[src/rtl/fpx_pkg.sv]
package fpx_pkg;
  localparam int INSN_W = 32;
  localparam int OP3_W  = 6;
  localparam int REG_W  = 5;
  localparam int IDX_W  = REG_W + 1;
  localparam int IMM_W  = 13;
  localparam int EXC_N  = 5;

  // one-hot exception bit positions
  localparam int EXC_ILL   = 0;
  localparam int EXC_PRIV  = 1;
  localparam int EXC_FPOFF = 2;
  localparam int EXC_UNIMP = 3;
  localparam int EXC_SEQ   = 4;

  typedef enum logic [1:0] {
    SZ_WORD = 2'd0,
    SZ_DBL  = 2'd1,
    SZ_QUAD = 2'd2
  } size_e;

  // strobes handed from control to datapath
  typedef struct packed {
    logic  capture;
    size_e remap;
  } dpStrobe_t;
endpackage

[src/rtl/fpx_control.sv]
module fpx_control
  import fpx_pkg::*;
(
  input  logic                 clk,
  input  logic                 rst,
  input  logic                 inValid,
  input  logic [1:0]           instrOp,
  input  logic [OP3_W-1:0]     op3,
  input  logic                 isPriv,
  input  logic                 fpuOn,
  input  logic                 hasQuad,
  input  logic                 is32bVariant,
  output dpStrobe_t            dpCtl,
  output logic                 outValid,
  output logic                 hit,
  output size_e                accSize,
  output logic                 isStore,
  output logic                 memGo,
  output logic                 markDirty,
  output logic [EXC_N-1:0]     excCode
);

  logic             inRange;
  logic             storeC;
  logic             illegalC;
  logic             queueC;
  logic             goC;
  size_e            sizeC;
  logic [EXC_N-1:0] excC;

  always_comb begin
    inRange  = (instrOp == 2'b11) && (op3[5:3] == 3'b100);
    storeC   = op3[2];
    illegalC = (op3[1:0] == 2'b01);
    case (op3[1:0])
      2'b10:   sizeC = SZ_QUAD;
      2'b11:   sizeC = SZ_DBL;
      default: sizeC = SZ_WORD;
    endcase
    queueC = is32bVariant && storeC && (op3[1:0] == 2'b10);

    excC = '0;
    goC  = 1'b0;
    if (inRange) begin
      if (illegalC) begin
        excC[EXC_ILL] = 1'b1;
      end else if (queueC) begin
        if (!isPriv)     excC[EXC_PRIV]  = 1'b1;
        else if (!fpuOn) excC[EXC_FPOFF] = 1'b1;
        else             excC[EXC_SEQ]   = 1'b1;
      end else if (!fpuOn) begin
        excC[EXC_FPOFF] = 1'b1;
      end else if (sizeC == SZ_QUAD && !hasQuad) begin
        excC[EXC_UNIMP] = 1'b1;
      end else begin
        goC = 1'b1;
      end
    end
  end

  assign dpCtl.capture = inValid;
  assign dpCtl.remap   = sizeC;

  always_ff @(posedge clk) begin
    if (rst) begin
      outValid  <= 1'b0;
      excCode   <= '0;
      memGo     <= 1'b0;
      markDirty <= 1'b0;
      hit       <= 1'b0;
      accSize   <= SZ_WORD;
      isStore   <= 1'b0;
    end else begin
      outValid  <= inValid;
      excCode   <= inValid ? excC : '0;
      memGo     <= inValid & goC;
      markDirty <= inValid & goC & ~storeC;
      if (inValid) begin
        hit     <= inRange;
        accSize <= sizeC;
        isStore <= storeC;
      end
    end
  end

  AST_VALID_LATENCY: assert property (@(posedge clk) disable iff (rst)
    inValid |=> outValid);
  AST_IDLE_SILENT: assert property (@(posedge clk) disable iff (rst)
    !outValid |-> (excCode == '0 && !memGo && !markDirty));
  AST_MISS_SILENT: assert property (@(posedge clk) disable iff (rst)
    (outValid && !hit) |-> (excCode == '0 && !memGo));
  AST_ONE_OUTCOME: assert property (@(posedge clk) disable iff (rst)
    (outValid && hit) |-> ($countones({excCode, memGo}) == 1));
  AST_DIRTY_LOADS: assert property (@(posedge clk) disable iff (rst)
    markDirty |-> (memGo && !isStore));
  AST_SEQ_QUEUE_ONLY: assert property (@(posedge clk) disable iff (rst)
    excCode[EXC_SEQ] |-> (isStore && accSize == SZ_QUAD));

endmodule

[src/rtl/fpx_datapath.sv]
module fpx_datapath
  import fpx_pkg::*;
#(
  parameter int XLEN = 32
) (
  input  logic              clk,
  input  logic              rst,
  input  dpStrobe_t         dpCtl,
  input  logic [REG_W-1:0]  rdField,
  input  logic [REG_W-1:0]  rs1Field,
  input  logic [REG_W-1:0]  rs2Field,
  input  logic              immBit,
  input  logic [IMM_W-1:0]  immField,
  output logic [REG_W-1:0]  rs1Idx,
  output logic [REG_W-1:0]  rs2Idx,
  output logic              useImm,
  output logic [XLEN-1:0]   immVal,
  output logic [IDX_W-1:0]  fpRegIdx
);

  localparam int EXT_W = XLEN - IMM_W;

  logic [XLEN-1:0]  immExt;
  logic [IDX_W-1:0] idxWord;
  logic [IDX_W-1:0] idxDbl;
  logic [IDX_W-1:0] idxQuad;
  logic [IDX_W-1:0] idxSel;

  assign immExt  = {{EXT_W{immField[IMM_W-1]}}, immField};
  assign idxWord = {1'b0, rdField};
  assign idxDbl  = {rdField[0], rdField[REG_W-1:1], 1'b0};
  assign idxQuad = {rdField[0], rdField[REG_W-1:2], 2'b00};

  always_comb begin
    case (dpCtl.remap)
      SZ_DBL:  idxSel = idxDbl;
      SZ_QUAD: idxSel = idxQuad;
      default: idxSel = idxWord;
    endcase
  end

  always_ff @(posedge clk) begin
    if (rst) begin
      rs1Idx   <= '0;
      rs2Idx   <= '0;
      useImm   <= 1'b0;
      immVal   <= '0;
      fpRegIdx <= '0;
    end else if (dpCtl.capture) begin
      rs1Idx   <= rs1Field;
      rs2Idx   <= rs2Field;
      useImm   <= immBit;
      immVal   <= immExt;
      fpRegIdx <= idxSel;
    end
  end

  AST_IMM_SIGN: assert property (@(posedge clk) disable iff (rst)
    ((&immVal[XLEN-1:IMM_W-1]) || !(|immVal[XLEN-1:IMM_W-1])));
  AST_IMM_RS2_LINK: assert property (@(posedge clk) disable iff (rst)
    (immVal[REG_W-1:0] == rs2Idx));

endmodule

[src/rtl/fpx_decode_unit.sv]
module fpx_decode_unit
  import fpx_pkg::*;
#(
  parameter int XLEN = 32
) (
  input  logic              clk,
  input  logic              rst,
  input  logic              inValid,
  input  logic [31:0]       instr,
  input  logic              isPriv,
  input  logic              fpuOn,
  input  logic              hasQuad,
  input  logic              is32bVariant,
  output logic              outValid,
  output logic              hit,
  output logic [1:0]        accSize,
  output logic              isStore,
  output logic              useImm,
  output logic [4:0]        rs1Idx,
  output logic [4:0]        rs2Idx,
  output logic [XLEN-1:0]   immVal,
  output logic [5:0]        fpRegIdx,
  output logic              memGo,
  output logic              markDirty,
  output logic [4:0]        excCode
);

  dpStrobe_t dpCtl;
  size_e     accSizeE;

  fpx_control u_control (
    .clk          (clk),
    .rst          (rst),
    .inValid      (inValid),
    .instrOp      (instr[31:30]),
    .op3          (instr[24:19]),
    .isPriv       (isPriv),
    .fpuOn        (fpuOn),
    .hasQuad      (hasQuad),
    .is32bVariant (is32bVariant),
    .dpCtl        (dpCtl),
    .outValid     (outValid),
    .hit          (hit),
    .accSize      (accSizeE),
    .isStore      (isStore),
    .memGo        (memGo),
    .markDirty    (markDirty),
    .excCode      (excCode)
  );

  fpx_datapath #(.XLEN(XLEN)) u_datapath (
    .clk      (clk),
    .rst      (rst),
    .dpCtl    (dpCtl),
    .rdField  (instr[29:25]),
    .rs1Field (instr[18:14]),
    .rs2Field (instr[4:0]),
    .immBit   (instr[13]),
    .immField (instr[12:0]),
    .rs1Idx   (rs1Idx),
    .rs2Idx   (rs2Idx),
    .useImm   (useImm),
    .immVal   (immVal),
    .fpRegIdx (fpRegIdx)
  );

  assign accSize = accSizeE;

  AST_DBL_ALIGN: assert property (@(posedge clk) disable iff (rst)
    (outValid && hit && accSize == 2'd1) |-> (fpRegIdx[0] == 1'b0));
  AST_QUAD_ALIGN: assert property (@(posedge clk) disable iff (rst)
    (outValid && hit && accSize == 2'd2) |-> (fpRegIdx[1:0] == 2'b00));

endmodule

[config.mk]
export PLATFORM = sky130hd
export DESIGN_NAME = fpx_decode_unit
export DESIGN_NICKNAME = d
export VERILOG_FILES = /design/src/rtl/fpx_pkg.sv /design/src/rtl/fpx_control.sv /design/src/rtl/fpx_datapath.sv /design/src/rtl/fpx_decode_unit.sv
export SDC_FILE = /design/constraint.sdc
export NUM_CORES = 1
export LEC_CHECK = 0
export ABC_AREA = 1
export BUFFER_PORTS_ARGS = -buffer_cell sky130_fd_sc_hd__buf_2
export CORE_AREA = 10 10 74 70
export DETAILED_ROUTE_END_ITERATION = 8
export DIE_AREA = 0 0 84 80
export PLACE_DENSITY = 0.85
export SLEW_MARGIN = 5
export SYNTH_ARGS = -nofsm -noshare
export SYNTH_HDL_FRONTEND = slang
export SYNTH_SLANG_ARGS = --single-unit
[constraint.sdc]
create_clock -name clk -period 2.8 [get_ports clk]
set_clock_uncertainty 0.2 [all_clocks]
set_input_delay 0.28 -clock clk [delete_from_list [all_inputs] [get_ports clk]]
set_output_delay 0.28 -clock clk [all_outputs]
set_load 0.1 [all_outputs]
# ---- Word level (Yosys, flattened, before mapping)
# Cells that the tools add are included.
dict set report op_classes {
  n_bitwise 8
  mux 14
  n_reduce_logical 10
  eq_ne 7
}
# operator n
set op_table {}
lappend op_table {{$mux 1} 12}
lappend op_table {{$pmux 6 s2} 1}
lappend op_table {{$reduce_or 6->1} 2}
lappend op_table {{$eq 2x2->1 const B} 4}
lappend op_table {{$not 1->1} 6}
lappend op_table {{$reduce_or 5->1} 1}
lappend op_table {{$eq 2x1->1 const B} 2}
lappend op_table {{$logic_and 1x1->1} 4}
lappend op_table {{$pmux 2 s2} 1}
lappend op_table {{$reduce_or 4->1} 1}
lappend op_table {{$eq 3x3->1 const B} 1}
lappend op_table {{$reduce_or 3->1} 1}
lappend op_table {{$and 1x1->1} 2}
lappend op_table {{$logic_not 1->1} 1}
dict set report word_totals {
  in_bits 39
  regBits 42
  word_cells 55
  out_inout_bits 61
}

# ---- Logic depth before layout (Yosys ltp)
dict set report logic_depth {
  depth_word 11
  mapped_depth 7
  depth_no_buf 6
}

# ---- Cells and area by module
# Synthesis repeated with hierarchy kept, for this count alone.
dict set report unflattened {
  hier_cells 218
  area_unflattened_um2 1695.4
}
# mod instances cells_per_inst area_per_inst_um2 seq_area_each_um2
set by_module_without_submodules {}
lappend by_module_without_submodules {fpx_datapath 1 158 1239.9 600.6}
lappend by_module_without_submodules {fpx_control 1 60 455.4 240.2}

# ---- Worst setup path after synthesis
# OpenSTA, ideal clock, no wires.
dict set report synth_timing {
  kind {register to output}
  startpoint {register u_datapath.immVal[12] (netlist name)}
  endpoint {output immVal[13]}
  stages_incl_launch_ff 2
  n_path_buf 1
  arrival_ns 1.693
  path_slack_ns 0.627
  path_cell_list {dfxtp_1 > buf_4}
}
# element line
set synth_lines {}
lappend synth_lines {{end, declared} fpx_decode_unit.sv:21} ;# output logic [XLEN-1:0] immVal,
# No word-level cell between the ends.

# ---- Worst setup path in the final report
dict set report layout_timing {
  startpoint {register u_datapath.immVal[12] (netlist name)}
  endpoint {output immVal[13]}
}
# No word-level cell between the ends.

==> results summary <==
In this run the mean area of a mapped cell was 7.857 µm². The antenna diode count came out at 0. After clock tree synthesis, the flow added hold-fix buffers numbering 1. The total via count in the routed design came out at 1,398.

The floorplan die width is 84 µm. The biggest area contributor in the post-synthesis netlist is sky130_fd_sc_hd__dfxtp_1. The switching power is 629.8 µW. The synthesized netlist occupies a cell area of about 0.0015 mm².

The die outline height is 80 µm. For this run, the detailed router's first-pass iteration total came to 4. Static timing analysis puts the maximum clock frequency at 527.8 MHz.

The final setup TNS is 0 ns. The leakage power came out at 0.001079 µW. The fraction of layout cells with a size suffix above 1 came out at 42.54%.

Using the TritonRoute via totals, the vias-per-cell ratio works out to 4.452. The transition time at the pin with the least slew margin came out at between 0.5 and 0.6 ns. The data arrival time of the critical path came out at 1.41 ns.

The via count of the first global-routing pass is around 1.4k. The clock share of power came out at about 29%. The kind of start point of the critical path is a register.

In this run the core area contains 21 standard-cell rows. The total setup violations reported at the end of the flow came out at 0. The final critical-path share of the clock period came out at 67.66%. The count of state elements after synthesis is 37.

The post-route antenna net violation count came out at 0. The later pin in the worst-skew pair is clocked with a latency of 0.28 ns. Among all flip-flop cells after synthesis, the most frequent one is sky130_fd_sc_hd__dfxtp_1.

The flow ran to the end, and the final reports show no timing, DRC or antenna violations. The critical path data required time is 2.32 ns. Combinational cells account for 33.7% of the total power.

The power density over cell area came out at between 700 and 800 mW/mm². The total routed wirelength is 4133 µm. The top cell types in the final layout, fill and taps aside, are sky130_fd_sc_hd__buf_2, sky130_fd_sc_hd__nor2_1, sky130_fd_sc_hd__dfxtp_1.

By startpoint and endpoint, the worst setup path is classified as reg2out. The total CTS buffers is 5. The share of the synthesized area in the top cell type is 48.84%.

The clock period minus worst slack is 1.895 ns. The number of remaining DRC errors is 0. Traced cell by cell, the critical path runs through buf_2. The total buffers and inverters traversed by the critical path came out at 1. The largest net degree at the start of global routing is 30. Yosys mapped the design onto 17 distinct sky130hd cell types. STA classifies the critical path endpoint as a primary output. The final layout contains between 300 and 400 nets. The combined global-route utilization of all metal layers is 12.15%. During synthesis, Yosys emitted a total of 0 warnings. The maximum number of buffers from clock root to sink came out at 2.

The tree is rooted in a sky130_fd_sc_hd__clkbuf_8. On the worst path, the slowest cell contributes a delay of roughly 0.61 ns. TritonCTS built the clock tree.

The number of setup buffers added after CTS is 0. The minimum hold slack is 0.02254 ns. The cell count after synthesis came out at 193. The final hold violation count is 0. The slowest stage cell on the critical path is sky130_fd_sc_hd__dfxtp_1.

The sequential power share is 37.6%. The global-route wire length before repair came out at 6762 µm. The area added between synthesis and finish is 27.89%. The final RePlAce weighted congestion is around 0.76. The max-slew violation count is 0. The area inside the core boundary is 0.003626 mm².

The part of the Yosys area used for sequential elements came out at 48.84%. In this run, synthesis inferred 0 flip-flops with an integrated enable. The number of H-tree levels is 2. Ranked by total cell area, the synthesized netlist is headed by sky130_fd_sc_hd__dfxtp_1, sky130_fd_sc_hd__nor2_1, sky130_fd_sc_hd__buf_4.

The number of I/O pins is 100. Dividing the detail-routed wire length by the instance count gives 13.16 µm. The number of antenna violations at the first check in global routing came out at 0. The worst pin sits at a relative slew slack of 66.21%. The overall power came out at approximately 1500 µW. The number of clock sinks is 37. The total of max-cap violations came out at 0. The quantity of I/O buffers inserted on ports came out at 99.

The most common cell after layout, fill and taps aside is sky130_fd_sc_hd__buf_2. The utilization after layout came out at 53.49%. The initial standard-cell utilization of the core is 41.82%. The internal power came out at around 880 µW. When the netlist entered floorplanning its net count stood at 232. Setup repair after global routing left no endpoint under its margin. The async set-reset flop share out of synthesis came out at 0%. The total congestion overflow after global routing came out at 0. The detailed router's first-iteration violation count came out at 80. Net switching is 41.65% of the power. The clock transition time at the flip-flop clock pins of the worst setup and hold paths came out at around 0.070 ns.

The largest fanout of any net on the critical path is 21. The peak supply drop is 0.2640 mV. Broken down by cell family, the worst path's largest delay share belongs to flip-flops.

After clock tree synthesis, the repair step resized 0 gates. The HPWL after detailed placement is approximately 3200 µm. The tightest min-delay check is of the in2reg type.

The overall die area came out at between 0.006 and 0.007 mm².
[registers in the layout (all words and copies together) (netlist names)]
name and count:
u_control.accSize 2, u_control.excCode 5, u_control.hit 1, u_control.isStore 1, u_control.markDirty 1, u_control.memGo 1, u_control.outValid 1, u_datapath.fpRegIdx 6
u_datapath.immVal 9, u_datapath.rs1Idx 5, u_datapath.rs2Idx 4, u_datapath.useImm 1
[cell usage after synthesis, types with 2 or more instances]
library cell	instances
sky130_fd_sc_hd__o21ai_0	23
sky130_fd_sc_hd__nand2_1	13
sky130_fd_sc_hd__buf_6	4
sky130_fd_sc_hd__o21ai_1	3
sky130_fd_sc_hd__dfxtp_1	37
sky130_fd_sc_hd__a21oi_1	3
sky130_fd_sc_hd__nand3_1	10
sky130_fd_sc_hd__inv_2	3
sky130_fd_sc_hd__nor2_1	55
sky130_fd_sc_hd__nor2_2	2
sky130_fd_sc_hd__buf_4	24
sky130_fd_sc_hd__inv_1	9
sky130_fd_sc_hd__buf_2	3
[path summary, 6_finish.rpt]
path                               from                    end  slack, ns  cells after the start
hold / removal                 instr[0]   u_datapath.rs2Idx[0]       0.02                      3
setup reg to reg  u_datapath.immVal[12]  u_datapath.immVal[12]       1.70                      2
setup / recovery  u_datapath.immVal[12]             immVal[13]       0.91                      1
hold reg to reg    u_control.accSize[0]   u_control.accSize[0]       0.27                      2
[layer usage]
metal	track usage (%)	up-vias	wire length, µm
met3	7.449	4	476
met1	11.82	607	1609
li1	-	727	-
met5	0	-	0
met4	4.013	0	12
met2	21.06	60	2034
[kinds of logic after synthesis]
family                 share of synthesized area [%]
AND/OR/NAND/NOR                                22.11
buffers and inverters                          19.47
flip-flops                                     48.84
AO/OA/AOI/OAI                                  9.570
[final cells by class]
class	instances	area (µm²)
fillers	357	1687
multi-input cells	111	480.5
flip-flops and latches	37	740.7
inverters	13	51.30
clock inverters	2	35.03
well taps	46	57.56
repair buffers	100	505.5
clock buffers	5	68.82
[power by group through the flow]
stage               sequential (µW)  combinational (µW)  clock [µW]
global placement                579                 510           0
CTS                             569                 514         451
detailed placement              581                 512           0
finish                          569                 510         433
floorplan                       776                 264           0
global route                    573                 530         476
[through the flow]
stage	worst slack, ns	instances	area [µm²]
finish	0.9055	314	1939
global route	0.7731	314	1939
CTS	0.8761	314	1939
detailed placement	1.139	306	1826
global placement	1.199	306	1826
floorplan	0.6275	193	1516
Power figures use the tool's default switching activity.
